--- src/rtl/ent_seq_pkg.sv ---
package ent_seq_pkg;

  localparam int TYPE_W = 4;
  localparam logic [31:0] BOOT_INS_RST = 32'h0000_0901;
  localparam logic [31:0] BOOT_GEN_RST = 32'h00FF_F003;

  typedef enum logic [3:0] {
    ST_IDLE,
    ST_BOOT_INS_LD,
    ST_BOOT_INS_REQ,
    ST_BOOT_GEN_LD,
    ST_BOOT_GEN_REQ,
    ST_BOOT_DONE,
    ST_AUTO_WAIT_SW,
    ST_AUTO_LD,
    ST_AUTO_REQ
  } seqState_e;

  // strobes from control to datapath
  typedef struct packed {
    logic cntClr;
    logic ldBootIns;
    logic ldBootGen;
    logic ldGen;
    logic ldRsd;
    logic ackTake;
  } seqStrobe_t;

  // conditions from datapath to control
  typedef struct packed {
    logic genAvail;
    logic rsdAvail;
    logic reseedDue;
  } dpStat_t;

endpackage

--- src/rtl/ent_seq_store.sv ---
// Replay store: words are kept in push order and read back cyclically.
module ent_seq_store #(
  parameter int W     = 32,
  parameter int DEPTH = 4
) (
  input  logic         clk,
  input  logic         rst_n,
  input  logic         push,
  input  logic [W-1:0] pushData,
  input  logic         pop,
  output logic [W-1:0] head,
  output logic         avail
);

  localparam int PTR_W = (DEPTH > 1) ? $clog2(DEPTH) : 1;
  localparam int CNT_W = $clog2(DEPTH + 1);

  logic [W-1:0]     mem [DEPTH];
  logic [CNT_W-1:0] cnt;
  logic [PTR_W-1:0] rdPtr;
  logic             full;
  logic [CNT_W-1:0] lastCnt;

  assign full    = (cnt == CNT_W'(DEPTH));
  assign avail   = (cnt != '0);
  assign lastCnt = cnt - CNT_W'(1);
  assign head    = mem[rdPtr];

  always_ff @(posedge clk or negedge rst_n) begin
    if (!rst_n) begin
      cnt   <= '0;
      rdPtr <= '0;
    end else begin
      if (push && !full) cnt <= cnt + CNT_W'(1);
      if (pop && avail) begin
        if (CNT_W'(rdPtr) == lastCnt) rdPtr <= '0;
        else                          rdPtr <= rdPtr + PTR_W'(1);
      end
    end
  end

  always_ff @(posedge clk) begin
    if (push && !full) mem[cnt[PTR_W-1:0]] <= pushData;
  end

endmodule

--- src/rtl/ent_seq_dpath.sv ---
module ent_seq_dpath
  import ent_seq_pkg::*;
#(
  parameter int CMD_W = 32,
  parameter int DEPTH = 4,
  parameter int CNT_W = 16,
  parameter int STS_W = 3
) (
  input  logic              clk,
  input  logic              rst_n,
  input  seqStrobe_t        stb,
  input  logic [CMD_W-1:0]  cfgData,
  input  logic              bootInstLoad,
  input  logic              bootGenLoad,
  input  logic [CMD_W-1:0]  pushData,
  input  logic              genPush,
  input  logic              rsdPush,
  input  logic [CNT_W-1:0]  maxReqs,
  input  logic [STS_W-1:0]  cmdAckSts,
  input  logic              recovErrClr,
  output dpStat_t           dpStat,
  output logic [CMD_W-1:0]  cmdWord,
  output logic [TYPE_W-1:0] cmdType,
  output logic              ackSeen,
  output logic [STS_W-1:0]  ackCode,
  output logic              recovErr
);

  localparam int N_STORE = 2;
  localparam int IDX_GEN = 0;
  localparam int IDX_RSD = 1;

  logic [N_STORE-1:0] pushV, popV, availV;
  logic [CMD_W-1:0]   headV [N_STORE];

  assign pushV[IDX_GEN] = genPush;
  assign pushV[IDX_RSD] = rsdPush;
  assign popV[IDX_GEN]  = stb.ldGen;
  assign popV[IDX_RSD]  = stb.ldRsd;

  for (genvar s = 0; s < N_STORE; s++) begin : g_store
    ent_seq_store #(.W(CMD_W), .DEPTH(DEPTH)) u_store (
      .clk      (clk),
      .rst_n    (rst_n),
      .push     (pushV[s]),
      .pushData (pushData),
      .pop      (popV[s]),
      .head     (headV[s]),
      .avail    (availV[s])
    );
  end

  // boot command registers
  logic [CMD_W-1:0] bootInstQ, bootGenQ;

  always_ff @(posedge clk or negedge rst_n) begin
    if (!rst_n) begin
      bootInstQ <= CMD_W'(BOOT_INS_RST);
      bootGenQ  <= CMD_W'(BOOT_GEN_RST);
    end else begin
      if (bootInstLoad) bootInstQ <= cfgData;
      if (bootGenLoad)  bootGenQ  <= cfgData;
    end
  end

  // generate counter between reseeds
  logic [CNT_W-1:0] genCount;

  always_ff @(posedge clk or negedge rst_n) begin
    if (!rst_n)                         genCount <= '0;
    else if (stb.cntClr || stb.ldRsd)   genCount <= '0;
    else if (stb.ldGen && (genCount != '1)) genCount <= genCount + CNT_W'(1);
  end

  assign dpStat.genAvail  = availV[IDX_GEN];
  assign dpStat.rsdAvail  = availV[IDX_RSD];
  assign dpStat.reseedDue = (maxReqs != '0) && (genCount >= maxReqs);

  // command word selection and status
  logic             anyLoad;
  logic [CMD_W-1:0] selWord;

  assign anyLoad = stb.ldBootIns | stb.ldBootGen | stb.ldGen | stb.ldRsd;

  always_comb begin
    if (stb.ldBootIns)      selWord = bootInstQ;
    else if (stb.ldBootGen) selWord = bootGenQ;
    else if (stb.ldGen)     selWord = headV[IDX_GEN];
    else                    selWord = headV[IDX_RSD];
  end

  always_ff @(posedge clk or negedge rst_n) begin
    if (!rst_n) begin
      cmdWord <= '0;
      cmdType <= '0;
      ackSeen <= 1'b0;
      ackCode <= '0;
    end else if (anyLoad) begin
      cmdWord <= selWord;
      cmdType <= selWord[TYPE_W-1:0];
      ackSeen <= 1'b0;
    end else if (stb.ackTake) begin
      ackSeen <= 1'b1;
      ackCode <= cmdAckSts;
    end
  end

  always_ff @(posedge clk or negedge rst_n) begin
    if (!rst_n)                                  recovErr <= 1'b0;
    else if (stb.ackTake && (cmdAckSts != '0))   recovErr <= 1'b1;
    else if (recovErrClr)                        recovErr <= 1'b0;
  end

endmodule

--- src/rtl/ent_seq_ctrl.sv ---
module ent_seq_ctrl
  import ent_seq_pkg::*;
(
  input  logic       clk,
  input  logic       rst_n,
  input  logic       enable,
  input  logic       bootMode,
  input  logic       autoMode,
  input  logic       swInstAck,
  input  logic       cmdAck,
  input  dpStat_t    dpStat,
  output seqStrobe_t stb,
  output logic       cmdReq,
  output logic       bootActive,
  output logic       autoActive
);

  seqState_e state, stateNext;

  always_ff @(posedge clk or negedge rst_n) begin
    if (!rst_n) state <= ST_IDLE;
    else        state <= stateNext;
  end

  // request and activity flags follow the registered state only
  assign cmdReq = (state == ST_BOOT_INS_REQ) || (state == ST_BOOT_GEN_REQ) ||
                  (state == ST_AUTO_REQ);
  assign bootActive = (state == ST_BOOT_INS_LD) || (state == ST_BOOT_INS_REQ) ||
                      (state == ST_BOOT_GEN_LD) || (state == ST_BOOT_GEN_REQ) ||
                      (state == ST_BOOT_DONE);
  assign autoActive = (state == ST_AUTO_LD) || (state == ST_AUTO_REQ);

  always_comb begin
    stateNext   = state;
    stb         = '0;
    stb.ackTake = cmdReq && cmdAck;
    if (!enable) begin
      stateNext  = ST_IDLE;
      stb.cntClr = 1'b1;
    end else begin
      unique case (state)
        ST_IDLE: begin
          stb.cntClr = 1'b1;
          if (bootMode)      stateNext = ST_BOOT_INS_LD;
          else if (autoMode) stateNext = ST_AUTO_WAIT_SW;
        end
        ST_BOOT_INS_LD: begin
          stb.ldBootIns = 1'b1;
          stateNext     = ST_BOOT_INS_REQ;
        end
        ST_BOOT_INS_REQ: if (cmdAck) stateNext = ST_BOOT_GEN_LD;
        ST_BOOT_GEN_LD: begin
          stb.ldBootGen = 1'b1;
          stateNext     = ST_BOOT_GEN_REQ;
        end
        ST_BOOT_GEN_REQ: if (cmdAck) stateNext = ST_BOOT_DONE;
        ST_BOOT_DONE:    stateNext = ST_BOOT_DONE;
        ST_AUTO_WAIT_SW: if (swInstAck) stateNext = ST_AUTO_LD;
        ST_AUTO_LD: begin
          if (dpStat.reseedDue) begin
            if (dpStat.rsdAvail) begin
              stb.ldRsd = 1'b1;
              stateNext = ST_AUTO_REQ;
            end
          end else if (dpStat.genAvail) begin
            stb.ldGen = 1'b1;
            stateNext = ST_AUTO_REQ;
          end
        end
        ST_AUTO_REQ: if (cmdAck) stateNext = ST_AUTO_LD;
        default: stateNext = ST_IDLE;
      endcase
    end
  end

endmodule

--- src/rtl/ent_cmd_seq.sv ---
module ent_cmd_seq
  import ent_seq_pkg::*;
#(
  parameter int CMD_W = 32,
  parameter int DEPTH = 4,
  parameter int CNT_W = 16,
  parameter int STS_W = 3
) (
  input  logic             clk,
  input  logic             rst_n,
  input  logic             enable,
  input  logic             bootMode,
  input  logic             autoMode,
  input  logic             swInstAck,
  input  logic [CMD_W-1:0] cfgData,
  input  logic             bootInstLoad,
  input  logic             bootGenLoad,
  input  logic [CMD_W-1:0] pushData,
  input  logic             genPush,
  input  logic             rsdPush,
  input  logic [CNT_W-1:0] maxReqs,
  input  logic             cmdAck,
  input  logic [STS_W-1:0] cmdAckSts,
  input  logic             recovErrClr,
  output logic             cmdReq,
  output logic [CMD_W-1:0] cmdWord,
  output logic [2+TYPE_W+1+STS_W-1:0] hwSts,
  output logic             recovErr
);

  seqStrobe_t        stb;
  dpStat_t           dpStat;
  logic              bootActive, autoActive, ackSeen;
  logic [TYPE_W-1:0] cmdType;
  logic [STS_W-1:0]  ackCode;

  ent_seq_ctrl u_ctrl (
    .clk        (clk),
    .rst_n      (rst_n),
    .enable     (enable),
    .bootMode   (bootMode),
    .autoMode   (autoMode),
    .swInstAck  (swInstAck),
    .cmdAck     (cmdAck),
    .dpStat     (dpStat),
    .stb        (stb),
    .cmdReq     (cmdReq),
    .bootActive (bootActive),
    .autoActive (autoActive)
  );

  ent_seq_dpath #(
    .CMD_W (CMD_W),
    .DEPTH (DEPTH),
    .CNT_W (CNT_W),
    .STS_W (STS_W)
  ) u_dpath (
    .clk          (clk),
    .rst_n        (rst_n),
    .stb          (stb),
    .cfgData      (cfgData),
    .bootInstLoad (bootInstLoad),
    .bootGenLoad  (bootGenLoad),
    .pushData     (pushData),
    .genPush      (genPush),
    .rsdPush      (rsdPush),
    .maxReqs      (maxReqs),
    .cmdAckSts    (cmdAckSts),
    .recovErrClr  (recovErrClr),
    .dpStat       (dpStat),
    .cmdWord      (cmdWord),
    .cmdType      (cmdType),
    .ackSeen      (ackSeen),
    .ackCode      (ackCode),
    .recovErr     (recovErr)
  );

  assign hwSts = {ackCode, ackSeen, cmdType, autoActive, bootActive};

endmodule

--- config.mk ---
export PLATFORM = sky130hd
export DESIGN_NAME = ent_cmd_seq
export DESIGN_NICKNAME = d
export VERILOG_FILES = /design/src/rtl/ent_seq_pkg.sv /design/src/rtl/ent_seq_store.sv /design/src/rtl/ent_seq_dpath.sv /design/src/rtl/ent_seq_ctrl.sv /design/src/rtl/ent_cmd_seq.sv
export SDC_FILE = /design/constraint.sdc
export NUM_CORES = 1
export LEC_CHECK = 0
export BUFFER_PORTS_ARGS = -buffer_cell sky130_fd_sc_hd__buf_2
export CELL_PAD_IN_SITES_DETAIL_PLACEMENT = 1
export CELL_PAD_IN_SITES_GLOBAL_PLACEMENT = 1
export CORE_MARGIN = 3
export CORE_UTILIZATION = 47
export CTS_CLUSTER_DIAMETER = 150
export DETAILED_ROUTE_END_ITERATION = 10
export PLACE_DENSITY_LB_ADDON = 0.1
export SLEW_MARGIN = 20
export SYNTH_ARGS = -nofsm -noshare
export SYNTH_HDL_FRONTEND = slang
export SYNTH_SLANG_ARGS = --single-unit
export TNS_END_PERCENT = 10
--- constraint.sdc ---
create_clock -name clk -period 6.81 [get_ports clk]
set_clock_uncertainty 0.05 [all_clocks]
set_input_delay 0.3405 -clock clk [delete_from_list [all_inputs] [get_ports clk]]
set_output_delay 0.3405 -clock clk [all_outputs]
set_load 0.02 [all_outputs]
Word level (Yosys, flattened, before mapping):

Memory sizes are Yosys's and may differ from the RTL's.
Cells that the tools add are included.

* output and inout bits: 44
* ROM bits: 0
* input bits: 95
* register bits after elaboration: 135
* bits in latches: 0
* memories kept: 2
* logic and storage cells: 111
* RAM bits: 256

Memories
* u_dpath.g_store[0].u_store.mem: depth 4, bits a word 32, read ports 1, clocked after memory_dff 0, wr ports 1, RTL line ent_seq_store.sv:18 `logic [W-1:0] mem [DEPTH];`
* u_dpath.g_store[1].u_store.mem: depth 4, bits a word 32, read ports 1, clocked after memory_dff 0, wr ports 1, RTL line ent_seq_store.sv:18

* muxes and demuxes: 36
* bitwise operators: 4
* add/sub/neg operators: 7
* div/mod/pow operators: 0
* shift operators: 0
* order comparisons: 1
* multiply operators: 0
* eq/ne operators: 20
* reductions and logical operators: 28

Operators with widths (count)
* $mux 32: 3
* $mux 4: 11
* $pmux 4 s9: 1
* $mux 16: 2
* $add 16x1->16 const B: 1
* $eq 4x3->1 const B: 4
* $ge 16x16->1: 1
* $mux 1: 16
* $ne 16x16->1 const B: 1
* $reduce_bool 16->1: 1
* $ne 3x3->1 const B: 4
* $reduce_bool 3->1: 3
* $eq 4x2->1 const B: 2
* $logic_and 1x1->1: 8
* $logic_or 1x1->1: 8
* $ne 4x3->1 const B: 2
* $reduce_and 7->1: 1
* $add 3x1->3 const B: 2
* $eq 2x3->1: 2
* $eq 3x3->1 const B: 2
* $mux 2: 3
* $reduce_bool 2->1: 3
* $sub 3x1->3 const B: 2
* $add 2x1->2 const B: 2
* 8 further kinds: 11

Logic depth before layout (Yosys ltp):

Gate-level depths: netlist of the first run.

* word-level depth: 10
* gate-level depth with buffers: 11
* depth with buffers taken out: 9

Modules after synthesis:

A second synthesis of the first run with hierarchy kept.

* cells, all modules: 962
* area total of the unflattened synthesis: 16124.2 um^2

By module, submodules not included
* ent_seq_store: cells an instance 205, seq. area each 3968.8 um^2, times used 2, area each 5018.6 um^2
* ent_seq_dpath: cells an instance 493, seq. area each 2949.1 um^2, times used 1, area each 5607.9 um^2
* ent_seq_ctrl: cells an instance 56, seq. area each 100.1 um^2, times used 1, area each 456.7 um^2
* ent_cmd_seq: cells an instance 3, seq. area each 0.0 um^2, times used 1, area each 22.5 um^2

Worst setup path after synthesis of the first run:

No wires, ideal clock.

* path type: flip-flop to flip-flop
* start: register u_dpath.genCount[13]
* end: register u_ctrl.state[3]
* period minus slack after synthesis: 2.677 ns
* data required time: 6.642 ns
* buffers on the path: 0
* stages on the path, launching flop included: 9
* slack: 4.133 ns
* arrival: 2.509 ns
* library setup time: 0.118 ns
* cell sequence: dfrtp_1 ha_1 nand2_1 nor4_4 o41ai_2 o311a_4 or4b_4 and3b_2 o2bb2a_4

* cells in the longest elaborated chain, start to end: 5
* elaborated cells between the ends (all ways): 8
* those cells by class: 1 x order compare; 2 x eq/ne; 3 x mux; 2 x reduce/logical

Ends and longest elaborated chain
* from (decl): RTL line ent_seq_dpath.sv:67 `logic [CNT_W-1:0] genCount;`
* from (signal assigned): RTL line ent_seq_dpath.sv:72 `else if (stb.ldGen && (genCount != '1)) genCount <= genCount + CNT_W'(1);`
* $ge 16x16->1 (*): RTL line ent_seq_dpath.sv:77 `assign dpStat.reseedDue = (maxReqs != '0) && (genCount >= maxReqs);`
* $logic_and 1x1->1 (*): RTL line ent_seq_dpath.sv:77
* $mux 4: RTL line ent_seq_ctrl.sv:60 `if (dpStat.reseedDue) begin`
* $pmux 4 s9: RTL line ent_seq_ctrl.sv:41 `unique case (state)`
* $mux 4: RTL line ent_seq_ctrl.sv:37 `if (!enable) begin`
* to (signal assigned): RTL line ent_seq_ctrl.sv:22 `else state <= stateNext;`
* to (decl): RTL line ent_seq_ctrl.sv:18 `seqState_e state, stateNext;`

Mark *: on every way between the ends. The rest lies on a longest branch, timed or not.
A chain may end at the register's enable or synchronous reset.

Final worst setup path of the first run:

* start: register u_ctrl.state[3]
* end: register u_dpath.cmdWord[9]

* cells in the longest elaborated chain, start to end: 6
* elaborated cells between the ends (all ways): 13
* those cells by class: 3 x eq/ne; 7 x mux; 3 x bitwise

Ends and longest elaborated chain
* $eq 4x3->1 (tied with other cells): RTL line ent_seq_ctrl.sv:41
* $mux 2 / $mux 1 (equally long branches): RTL line ent_seq_ctrl.sv:41
* $mux 4 (*): RTL line ent_seq_ctrl.sv:37
* $mux 32 / $or 1x1->1 (equally long branches): RTL line ent_seq_dpath.sv:88, ent_seq_dpath.sv:83
* $mux 32 / $or 1x1->1 (equally long branches): RTL line ent_seq_dpath.sv:87, ent_seq_dpath.sv:83
* $mux 32 / $or 1x1->1 (equally long branches): RTL line ent_seq_dpath.sv:86, ent_seq_dpath.sv:83
* to (signal assigned): RTL line ent_seq_dpath.sv:99 `cmdWord <= selWord;`
* to (decl): RTL line ent_seq_dpath.sv:22 `output logic [CMD_W-1:0] cmdWord,`

Marked as above.

==> flow_summary.rst, run 1 <==
.. list-table::
   :header-rows: 1

   * - Metric
     - Value
   * - Synth Net Count
     - ~1,300
   * - Flop and latch count out of synthesis
     - 387
   * - Worst skew pair latency
     - 560 ps
   * - CTS tree
     - done
   * - Post-layout instance count excluding filler cells
     - 1,845
   * - Number of violations reported at the end of detailed-routing iteration 0
     - 594
   * - Final RePlAce weighted congestion
     - 0.767
   * - DP HPWL
     - 27,400 µm
   * - Required time of the critical path
     - 7190 ps
   * - Number of antenna violations at the first check in global routing
     - 5
   * - Count of buffers added by post-CTS timing repair for setup
     - 0
   * - Leakage power of the design
     - 7.50 nW
   * - Total clock buffers created by CTS
     - between 40 and 50
   * - Final min period
     - 3830 ps
   * - Post-synth top flop
     - sky130_fd_sc_hd__edfxtp_1
   * - Pre-CTS setup slack
     - between 2000 and 3000 ps
   * - Count of cells resized by post-cts repair
     - 0
   * - Sum of negative setup slack
     - 0 ps
   * - Number of placed instances, taps included
     - 1,707
   * - Fraction of layout instances using a drive strength above 1
     - 28.9%
   * - Largest voltage drop on the vdd net
     - 0.000200 V
   * - Fraction of the mapped netlist area in adder cells
     - 1.96%
   * - Complex-gate fraction of the synthesized area
     - approximately 9.1%
   * - PD cells
     - about 350 nW/µm²
   * - Via total after detailed routing
     - 10,900
   * - Mux share of post-synthesis cell area
     - 14.8%
   * - Buffer type at the clock tree root
     - sky130_fd_sc_hd__clkbuf_16
   * - EDFF count, synth
     - 256
   * - Final nets
     - 1,475
   * - Deepest clock path buffer count
     - 3
   * - Row cnt
     - just under 70
   * - Post-synthesis async set-or-reset flop share
     - 33.9%
   * - Synthesis Warnings
     - 0
   * - Maximum number of pins on one net before global-route repair
     - 81
   * - Power Total
     - 7.16 mW
   * - First-pass GRT wire length
     - 70,100 µm
   * - Sequential area share after synthesis
     - 63.6%
   * - Commonest non-fill, non-tap cell in the layout
     - sky130_fd_sc_hd__edfxtp_1
   * - Horizontal extent of the die
     - 198 µm
   * - Initial Util
     - 48.1%
   * - Number of remaining DRC errors
     - 0
   * - Area overhead of the layout relative to synthesis
     - 17.2%
   * - Wirelength, routed
     - 45,200 µm
   * - Cell area after technology mapping
     - about 17,000 µm²
   * - Core area
     - 35,900 µm²
   * - Count of input and output buffers
     - 138
   * - Setup repair after global routing missed its margin
     - false
   * - Status
     - completed
   * - Syn Inst Count
     - 1,171
   * - DIE HEIGHT
     - between 150 and 200 µm
   * - Commonest cells after routing, fill and taps aside
     - sky130_fd_sc_hd__edfxtp_1, sky130_fd_sc_hd__buf_2, sky130_fd_sc_hd__dfrtp_1
   * - Synth Area in XOR/XNOR
     - 1.06%
   * - Worst Setup Start Kind
     - flip-flop
   * - Number of sinks handled by clock tree synthesis
     - 387
   * - Number of failing setup endpoints in the final timing report
     - 0
   * - Via count of the first global-routing pass
     - approximately 11,000
   * - Grt ovf
     - 0
   * - Worst Path Arrival
     - 4210 ps
   * - Final core utilization
     - between 50% and 60%
   * - Worst setup path category
     - reg -> reg
   * - Element type at the critical path end
     - flip-flop
   * - Synthesized area divided by synthesized cell count
     - 14.8 µm²
   * - Final worst slack
     - 2980 ps
   * - Die area
     - 39,100 µm²
   * - Per-cell routed wire length
     - approximately 25 µm
   * - Final hold vios
     - 0
   * - Final period utilization
     - between 50% and 60%
   * - Number of library cell types mapped by synthesis
     - 64
   * - Final-report max-slew violation count
     - 0
   * - Largest family of logic cells by synthesized area
     - multiplexers
   * - Residual antenna-violating net count after detailed routing
     - 0
   * - CP Max Fanout
     - 80
   * - CTS H-tree depth
     - 2
   * - Worst hold path type
     - in -> reg
   * - Via density per instance
     - approximately 5.9
   * - Max-Cap Viols
     - 0
   * - Io pins
     - between 100 and 150
   * - Clock slew at reported path FFs
     - around 60 ps
   * - Simple-Gate Fraction of Synth Area
     - a little under 6%
   * - Slew at the pin closest to its max-slew limit
     - 1100 ps
   * - Detailed-router iteration count before antenna repair
     - 5
   * - Peak clock frequency supported by timing
     - around 0.26 GHz
   * - Worst relative slew slack
     - 26.6%
   * - Global-route usage over all layers
     - a little under a quarter
-- flip-flops by register name (all words and copies together), names as in the netlist --
| register | flops |
|---|---|
| u_dpath.ackSeen | 1 |
| u_dpath.g_store.u_store.mem | 256 |
| u_dpath.bootGenQ | 32 |
| u_dpath.cmdWord | 29 |
| u_ctrl.state | 4 |
| u_dpath.cmdType | 3 |
| u_dpath.recovErr | 1 |
| u_dpath.g_store.u_store.rdPtr | 4 |
| u_dpath.genCount | 16 |
| u_dpath.g_store.u_store.cnt | 6 |
| u_dpath.bootInstQ | 32 |
| u_dpath.ackCode | 3 |
-- power breakdown --
part | internal (mW) | switching (mW) | total [mW]
clock | 1.23 | 0.912 | 2.14
combinational | 0.704 | 1.09 | 1.79
sequential | 3.02 | 0.210 | 3.23
total | 4.95 | 2.21 | 7.16
-- repair_timing --
item / in CTS / in global routing
endpoints found under the setup margin: 0 / 0
hold buffers: 62 / 0
endpoints found under the hold margin: 317 / 0
-- critical path: stages (launching register included) --
cell	delay (ps)
sky130_fd_sc_hd__dfrtp_1	560
sky130_fd_sc_hd__inv_1	170
sky130_fd_sc_hd__nand4_1	130
sky130_fd_sc_hd__buf_4	670
sky130_fd_sc_hd__a21boi_0	690
sky130_fd_sc_hd__nand2_2	790
sky130_fd_sc_hd__mux2_1	580
-- layer usage --
layer | track usage [%] | vias to the layer above | share of wire (%) | wire length [µm]
met1 | 33.0 | 5645 | 45 | 20200
li1 | - | 4893 | - | -
met2 | 39.1 | 262 | 49 | 22100
met5 | 0 | - | 0.075 | 34
met3 | 4.97 | 56 | 5.3 | 2390
met4 | 4.82 | 6 | 1.3 | 578
-- cell families after synthesis --
group                      count (synthesis)
adders and majority gates                 27
AOI/OAI and AO/OA                        223
muxes                                    166
xor gates and xnor gates                  21
DFF                                      387
buffers and inverters                    146
and+or+nand+nor                          201
-- cell type report --
cell class                 count  area, µm²
timing repair buffer         220       1470
sequential                   387      11000
multi-input combinational    638       5690
clock inverter                18        123
fill                        3457      15700
antenna                        2       5.00
tap                          461        577
clock buffer                  56       1150
inverter                      63        236
-- Yosys cell counts (3+ instances only) --
master	n	area share [%]
sky130_fd_sc_hd__a2111oi_2	4	0.35
sky130_fd_sc_hd__a211oi_1	36	1.6
sky130_fd_sc_hd__a21boi_0	4	0.17
sky130_fd_sc_hd__a21oi_1	46	1.3
sky130_fd_sc_hd__a31oi_1	3	0.11
sky130_fd_sc_hd__and2_1	9	0.33
sky130_fd_sc_hd__and3_1	4	0.14
sky130_fd_sc_hd__buf_1	7	0.15
sky130_fd_sc_hd__buf_2	18	0.52
sky130_fd_sc_hd__buf_4	8	0.35
sky130_fd_sc_hd__clkbuf_1	50	1.1
sky130_fd_sc_hd__dfrtp_1	114	17
sky130_fd_sc_hd__dfstp_2	17	2.6
sky130_fd_sc_hd__edfxtp_1	256	45
sky130_fd_sc_hd__ha_1	27	2.0
sky130_fd_sc_hd__inv_1	63	1.4
sky130_fd_sc_hd__mux2_1	5	0.33
sky130_fd_sc_hd__mux2_2	77	5.0
sky130_fd_sc_hd__mux2i_1	20	1.2
sky130_fd_sc_hd__mux4_2	64	8.3
sky130_fd_sc_hd__nand2_1	54	1.2
sky130_fd_sc_hd__nand3_1	11	0.32
sky130_fd_sc_hd__nand4_1	9	0.33
sky130_fd_sc_hd__nor2_1	19	0.41
sky130_fd_sc_hd__nor2b_1	3	0.11
sky130_fd_sc_hd__nor3_1	71	2.1
sky130_fd_sc_hd__nor4_1	6	0.22
sky130_fd_sc_hd__o21a_1	16	0.70
sky130_fd_sc_hd__o21ai_0	63	1.8
sky130_fd_sc_hd__o221ai_1	15	0.76
sky130_fd_sc_hd__o32a_1	16	0.93
sky130_fd_sc_hd__xnor2_1	15	0.76
sky130_fd_sc_hd__xor2_1	6	0.30
-- per-stage QoR --
stage / instance area, µm² / hold WS [ps]
2_1_floorplan: 17300 / -5.09
3_5_place_dp: 18300 / 397
4_1_cts: 20200 / 0.211
5_1_grt: 20200 / 15.7
3_3_place_gp: 18300 / 401
6_report: 20200 / 32.7
-- path summary, 6_finish.rpt --
kind | from | endpoint | slack (ps) | cells after the start
min | pushData[30] | u_dpath.g_store[0].u_store.mem[2][30] | 30 | 1
max reg2reg | u_ctrl.state[3] | u_dpath.cmdWord[9] | 2980 | 6
min in group asynchronous | rst_n | u_dpath.genCount[15] | 350 | 2
max | u_ctrl.state[3] | u_dpath.cmdWord[9] | 2980 | 6
min reg2reg | u_dpath.ackCode[1] | u_dpath.ackCode[1] | 450 | 1
max in group asynchronous | rst_n | u_ctrl.state[1] | 5050 | 3
Note: power is estimated with default switching activity, not from simulation.
==> inputs of run 2 (changes only) <==
ABC_AREA = 1   (was unset)
CORE_UTILIZATION = 43   (was 47)
clock period = 3.45 ns   (was 6.81 ns; I/O delays follow)
==> run 2 against run 1 <==
Against the previous run: via count increased by 17%; critical path depth increased by 9; worst setup slack got worse by 2400 ps; die area rose by 8.2%; highest routed layer is now met4; sequential power rose by 95%.
==> flow_summary.rst, run 2 <==
.. list-table::
   :header-rows: 1

   * - Metric
     - Value
   * - Post-synth top flop
     - sky130_fd_sc_hd__edfxtp_1
   * - Post-placement cell area
     - roughly 18,000 µm²
   * - Cell type with the largest total area after synthesis
     - sky130_fd_sc_hd__edfxtp_1
   * - Cell with the largest stage delay on the worst path
     - sky130_fd_sc_hd__nand3_4
   * - Row cnt
     - 72
   * - CTS tree
     - done
   * - Sequential area share after synthesis
     - 64.1%
   * - Final hold vios
     - 0
   * - Worst Hold End
     - u_dpath.g_store[1].u_store.cnt[0]
   * - Clock slew at reported path FFs
     - 60 ps
   * - Worst setup path category
     - reg -> reg
   * - Final non-filler cell area
     - 20,500 µm²
   * - Flop and latch count out of synthesis
     - 387
   * - Psw
     - between 4 and 5 mW
   * - Worst Min Path Start
     - rsdPush
   * - Switching part of the total
     - 33.6%
   * - CTS H-tree depth
     - 2
   * - Proportion of power drawn by combinational gates
     - 26.6%
   * - Grt ovf
     - 0
   * - Global-route usage over all layers
     - 23.6%
   * - Main area contributors after synthesis
     - sky130_fd_sc_hd__edfxtp_1, sky130_fd_sc_hd__dfrtp_1, sky130_fd_sc_hd__o21ai_0
   * - Core area
     - 39,000 µm²
   * - Crit path largest cell delay
     - 470 ps
   * - Area overhead of the layout relative to synthesis
     - 19.5%
   * - Number of remaining DRC errors
     - 0
   * - Slew at the pin closest to its max-slew limit
     - about 930 ps
   * - Worst relative slew slack
     - 37.8%
   * - Start point of the critical path
     - u_dpath.genCount[0]
   * - Detailed-router iteration count before antenna repair
     - 5
   * - Syn Inst Count
     - 1,615
   * - Required time of the critical path
     - 3850 ps
   * - Largest voltage drop on the vdd net
     - 0.000471 V
   * - Via density per instance
     - 5.36
   * - Commonest non-fill, non-tap cell in the layout
     - sky130_fd_sc_hd__edfxtp_1
   * - Maximum number of pins on one net before global-route repair
     - between 70 and 80
   * - Worst hold path type
     - in -> reg
   * - Sum of negative setup slack
     - 0 ps
   * - Final min period
     - 2860 ps
   * - Cell area after technology mapping
     - 17,100 µm²
   * - DIE HEIGHT
     - 206 µm
   * - Via total after detailed routing
     - approximately 13,000
   * - Final nets
     - 1,931
   * - Most Frequent Cell on Critical Path
     - sky130_fd_sc_hd__nand2_1
   * - Setup repair after global routing missed its margin
     - false
   * - Cell types with the highest counts after synthesis
     - sky130_fd_sc_hd__edfxtp_1, sky130_fd_sc_hd__nand2_1, sky130_fd_sc_hd__nor2_1, sky130_fd_sc_hd__o21ai_0, sky130_fd_sc_hd__inv_1
   * - Peak clock frequency supported by timing
     - 0.349 GHz
   * - Count of input and output buffers
     - 138
   * - Synth Net Count
     - approximately 1,700
   * - DP HPWL
     - 30,900 µm
   * - Worst hold slack across all endpoints
     - 40.3 ps
   * - Flip-flop and latch area
     - about 11,000 µm²
   * - Count of fill cells added during filler insertion
     - 4,244
   * - Buffer type at the clock tree root
     - sky130_fd_sc_hd__clkbuf_16
   * - EDFF count, synth
     - 256
   * - Worst skew pair latency
     - 570 ps
   * - Final RePlAce weighted congestion
     - 0.843
   * - Total clock buffers created by CTS
     - 43
   * - Crit Reg-Reg Startpoint
     - u_dpath.genCount[0]
   * - PD cells
     - 715 nW/µm²
   * - Number of violations reported at the end of detailed-routing iteration 0
     - 593
   * - Number of antenna violations at the first check in global routing
     - 1
   * - Leakage power of the design
     - 8.71 nW
   * - CTS Hold Bufs
     - 73
   * - Fraction of layout instances using a drive strength above 1
     - 17.6%
   * - Reg2Reg Setup Slack
     - around 590 ps
   * - Element type at the critical path end
     - flip-flop
   * - Number of sinks handled by clock tree synthesis
     - about 390
   * - Number of failing setup endpoints in the final timing report
     - 0
   * - Relative contribution of the clock network to total power
     - 30.3%
   * - Deepest clock path buffer count
     - 3
   * - Area fraction of the dominant cell type after synthesis
     - 44.8%
   * - Final core utilization
     - 52.5%
   * - Status
     - completed
   * - Bufs and invs on worst path
     - 2
   * - Worst Setup Start Kind
     - flip-flop
   * - Final-report max-slew violation count
     - 0
   * - Max FFs per register
     - 256
   * - Number of library cell types mapped by synthesis
     - 37
   * - Area taken by multi-input logic gates
     - 5170 µm²
   * - Initial Util
     - between 40 and 50%
   * - Worst reg-to-reg path cell count
     - 15
   * - Count of buffers added by post-CTS timing repair for setup
     - 0
   * - First-pass GRT wire length
     - 76,500 µm
   * - Wirelength, routed
     - between 40,000 and 50,000 µm
   * - Horizontal extent of the die
     - between 200 and 250 µm
   * - Reg power frac
     - 43.1%
   * - Count of cells resized by post-cts repair
     - 0
   * - Worst Path Arrival
     - 3260 ps
   * - Per-cell routed wire length
     - 20.9 µm
   * - Largest delay contributor family on the critical path
     - simple AND/OR/NAND/NOR gates
   * - Synthesized area divided by synthesized cell count
     - 10.6 µm²
   * - Final period utilization
     - 83.0%
   * - Internal Pwr Total
     - 9.73 mW
   * - Most frequent cell after synthesis
     - sky130_fd_sc_hd__edfxtp_1
   * - Post-synthesis async set-or-reset flop share
     - 33.9%
   * - Commonest cells after routing, fill and taps aside
     - sky130_fd_sc_hd__edfxtp_1, sky130_fd_sc_hd__nand2_1, sky130_fd_sc_hd__o21ai_0
   * - Die area
     - between 40,000 and 50,000 µm²
   * - Synthesis Warnings
     - 0
   * - Endpoint of the lowest-slack register-to-register path
     - u_dpath.cmdWord[23]
   * - Residual antenna-violating net count after detailed routing
     - 0
   * - Critical Path, Cell by Cell
     - inv_1 -> ha_1 -> nand4_1 -> nor2_1 -> nor2_1 -> nand2_1 -> nand2_1 -> nand2_2 -> nand2_2 -> nand3_4 -> nand3_4 -> o21ai_1 -> inv_1 -> nand2_1 -> nand2_1
   * - Number of cells on the worst hold path
     - 4
   * - Max-Cap Viols
     - 0
   * - Io pins
     - 139
   * - CP Max Fanout
     - 33
   * - Via count of the first global-routing pass
     - roughly 14,000
-- run 2: worst max path at each step --
stage                                           end  slack, ps  cells past startpoint
2_1_floorplan  u_dpath.g_store[1].u_store.mem[3][0]        630                      5
3_3_place_gp                    u_dpath.cmdWord[12]        730                     16
3_5_place_dp                     u_dpath.cmdWord[9]        650                     16
4_1_cts                          u_dpath.cmdWord[9]        610                     16
5_1_grt                         u_dpath.cmdWord[23]        290                     15
6_report                        u_dpath.cmdWord[23]        590                     15
-- run 2: cells by family (layout without fill, tap and decap cells) --
group                      Yosys count  after routing  synth area share (%)
muxes                               36             36                  2.36
adders and majority gates           27             27                  1.97
and+or+nand+nor                    541            541                  13.3
DFF                                387            387                  64.1
other                                0              1                     0
buffers and inverters              258            486                  6.11
xor gates and xnor gates            19             19                 0.971
AOI/OAI and AO/OA                  347            347                  11.2
-- run 2: layout make-up --
cell class | instances | area share, %
diodes | 1 | 0.0122
clock buffers | 58 | 5.78
clock inverters | 21 | 0.800
inverters | 166 | 3.05
multi-input cells | 970 | 25.2
flip-flops and latches | 387 | 53.6
well taps | 518 | 3.16
repair buffers | 241 | 8.31
-- run 2: per-stage QoR --
stage | std cells | setup WS [ps] | power [mW]
detailed placement | 2209 | 651 | 10.3
floorplan | 1615 | 634 | 8.74
finish | 2362 | 587 | 14.7
CTS | 2361 | 612 | 14.8
global placement | 2209 | 732 | 10.1
global route | 2362 | 292 | 15.5
-- run 2: worst min-delay path: cells and delay by family --
family,cells,cell delay [ps]
buf+inv,2,260
xor+xnor,1,130
compound gates,1,50
-- run 2: routing by layer --
metal | wire [µm] | GRT usage (%)
met2 | 26000 | 43.2
met1 | 20600 | 28.8
met5 | 0 | 0
met3 | 1710 | 3.70
met4 | 1180 | 6.91
-- run 2: power groups by stage --
stage / Sequential, mW / Combinational (mW) / Clock, mW
6_report: 6.31 / 3.90 / 4.44
5_1_grt: 6.39 / 4.35 / 4.73
4_1_cts: 6.32 / 3.98 / 4.53
3_5_place_dp: 6.39 / 3.88 / 0
3_3_place_gp: 6.36 / 3.77 / 0
2_1_floorplan: 6.56 / 2.18 / 0
==> inputs of run 3 (changes only) <==
CORE_UTILIZATION = 47   (was 43)
clock period = 2.7 ns   (was 3.45 ns; I/O delays follow)
==> run 3 against run 2 <==
Against the previous run: non-clock buffer count up 24; sequential share of layout area down 0.92 points; via count up 2.0%; design area up 1.8%; utilization up 5.8 points; power up 31%; sequential power up 28%; maximum frequency up 8.0%; register-to-register slack worse by 540 ps; global-route usage up 2.3 points; critical path type unchanged; largest power group unchanged.
==> flow_summary.rst, run 3 (same netlist as run 2, synthesis figures left out) <==
.. list-table::
   :header-rows: 1

   * - Metric
     - Value
   * - Status
     - completed
   * - Most Frequent Cell on Critical Path
     - sky130_fd_sc_hd__nand2_1
   * - Io pins
     - 139
   * - Row cnt
     - 69
   * - Final-report max-slew violation count
     - 0
   * - Worst skew pair latency
     - 550 ps
   * - Slew at the pin closest to its max-slew limit
     - 930 ps
   * - Area overhead of the layout relative to synthesis
     - 21.6%
   * - Buffer type at the clock tree root
     - sky130_fd_sc_hd__clkbuf_16
   * - Grt ovf
     - 0
   * - Bufs and invs on worst path
     - 3
   * - CTS H-tree depth
     - 2
   * - Global-route usage over all layers
     - 25.9%
   * - Number of sinks handled by clock tree synthesis
     - 387
   * - Horizontal extent of the die
     - 197 µm
   * - Worst setup path category
     - reg -> reg
   * - CP Max Fanout
     - 17
   * - Detailed-router iteration count before antenna repair
     - 5
   * - CTS tree
     - done
   * - Number of failing setup endpoints in the final timing report
     - 0
   * - Leakage power of the design
     - 8.92 nW
   * - Element type at the critical path end
     - flip-flop
   * - Via total after detailed routing
     - 12,900
   * - Via count of the first global-routing pass
     - ~14,000
   * - Worst Path Arrival
     - 3040 ps
   * - Commonest non-fill, non-tap cell in the layout
     - sky130_fd_sc_hd__edfxtp_1
   * - Via density per instance
     - 5.54
   * - Sum of negative setup slack
     - 0 ps
   * - Crit path largest cell delay
     - ~440 ps
   * - Peak clock frequency supported by timing
     - 0.377 GHz
   * - Die area
     - 38,800 µm²
   * - Per-cell routed wire length
     - 21.9 µm
   * - Number of violations reported at the end of detailed-routing iteration 0
     - between 700 and 800
   * - Cell with the largest stage delay on the worst path
     - sky130_fd_sc_hd__dfrtp_1
   * - Deepest clock path buffer count
     - 3
   * - Worst hold path type
     - in -> reg
   * - Final hold vios
     - 0
   * - Post-layout instance count excluding filler cells
     - between 2,000 and 2,500
   * - Largest voltage drop on the vdd net
     - 0.000583 V
   * - Wirelength, routed
     - 51,000 µm
   * - Worst relative slew slack
     - 38.0%
   * - Number of antenna violations at the first check in global routing
     - 1
   * - Clock slew at reported path FFs
     - 60 ps
   * - Fraction of layout instances using a drive strength above 1
     - 18.5%
   * - Commonest cells after routing, fill and taps aside
     - sky130_fd_sc_hd__edfxtp_1, sky130_fd_sc_hd__nand2_1, sky130_fd_sc_hd__o21ai_0
   * - Final RePlAce weighted congestion
     - ~0.83
   * - Count of input and output buffers
     - about 140
   * - Core area
     - approximately 36,000 µm²
   * - Number of placed instances, taps included
     - 2,171
   * - Largest delay contributor family on the critical path
     - simple AND/OR/NAND/NOR gates
   * - Critical Path, Cell by Cell
     - ha_1 -> nand2_1 -> inv_1 -> nand2_1 -> nor2_1 -> nor2_1 -> nand2_1 -> nand2_1 -> nand2_2 -> nand2_2 -> nand3_4 -> buf_4 -> nand3_4 -> o21ai_1 -> inv_1 -> nand2_1 -> nand2_1
   * - Residual antenna-violating net count after detailed routing
     - 0
   * - DIE HEIGHT
     - 197 µm
   * - Final non-filler cell area
     - 20,800 µm²
   * - Power Total
     - between 15 and 20 mW
   * - Maximum number of pins on one net before global-route repair
     - 65
   * - Number of inserted diodes
     - 0
   * - Final period utilization
     - 98.2%
   * - PD cells
     - approximately 900 nW/µm²
   * - Post-placement cell area
     - 18,600 µm²
   * - DP HPWL
     - 31,100 µm
   * - Final nets
     - 1,956
   * - Required time of the critical path
     - 3080 ps
   * - Setup repair after global routing missed its margin
     - true
   * - Number of remaining DRC errors
     - 0
   * - Total clock buffers created by CTS
     - 43
   * - Max FFs per register
     - 256
   * - Initial Util
     - 48.0%
   * - Final min period
     - 2650 ps
   * - First-pass GRT wire length
     - 78,200 µm
   * - Max-Cap Viols
     - 0
   * - Worst Setup Start Kind
     - flip-flop
run 3: changes by cell type in the layout (fill, tap and decap cells not counted), moves of 3 or more:
cell                       previous run  this run
sky130_fd_sc_hd__clkbuf_1            11        17
sky130_fd_sc_hd__inv_2               14        10
sky130_fd_sc_hd__buf_12               4        15
sky130_fd_sc_hd__inv_6                3         0
sky130_fd_sc_hd__buf_4               26        36
run 3: worst min-delay path, delay by kind of cell:
kind / cells / cell delay (ps)
buffers and inverters: 2 / 270
AO/OA/AOI/OAI: 2 / 120
AND/OR/NAND/NOR: 1 / 100
run 3: area by class of cell:
class                      count  area [µm²]
fill                        3839       14900
timing repair buffer         265        2060
inverter                     166         626
clock buffer                  65        1230
sequential                   387       11000
multi-input combinational    971        5190
tap                          461         577
clock inverter                14         168
run 3: worst paths after layout:
path                            cells past startpoint  slack, ps                                 to                 from
worst max-delay path                               17         50                u_dpath.cmdWord[24]  u_dpath.genCount[6]
worst min register to register                      2        430                 u_dpath.ackCode[1]   u_dpath.ackCode[1]
worst max register to register                     17         50                u_dpath.cmdWord[24]  u_dpath.genCount[6]
max in group asynchronous                           3       1740               u_dpath.bootGenQ[16]                rst_n
worst min-delay path                                5         60  u_dpath.g_store[1].u_store.cnt[1]              rsdPush
min in group asynchronous                           2         90                u_dpath.genCount[1]                rst_n
run 3: stage by stage:
stage               worst slack (ps)  util, %  hold slack (ps)
global placement                 153     52.1              107
finish                          48.7     58.3             61.3
CTS                             26.4     58.0             59.3
floorplan                      -74.5        -             -211
detailed placement              15.2     52.1              114
global route                   -91.5     58.3             79.2
run 3: layer usage:
metal,global-route usage (%),vias to the layer above,share of wire [%]
met2,49.2,288,54
met1,30.7,6568,40
met3,3.13,86,3.8
met5,0,-,0.025
li1,-,5967,-
met4,7.89,2,2.8
run 3: report_power, final:
| part | switching, mW | internal, mW |
|---|---|---|
| clock | 2.36 | 3.53 |
| combinational | 3.56 | 1.71 |
| sequential | 0.474 | 7.61 |
| total | 6.39 | 12.8 |
run 3: what timing repair did:
| action | in CTS | in global routing |
|---|---|---|
| endpoints found under the setup margin | 1 | 32 |
| setup buffers | 0 | 4 |
| cloned | 0 | 2 |
| endpoints found under the hold margin | 385 | 0 |
| pin swaps | 0 | 1 |
| gates resized for setup | 1 | 4 |
| hold buffers | 73 | 0 |
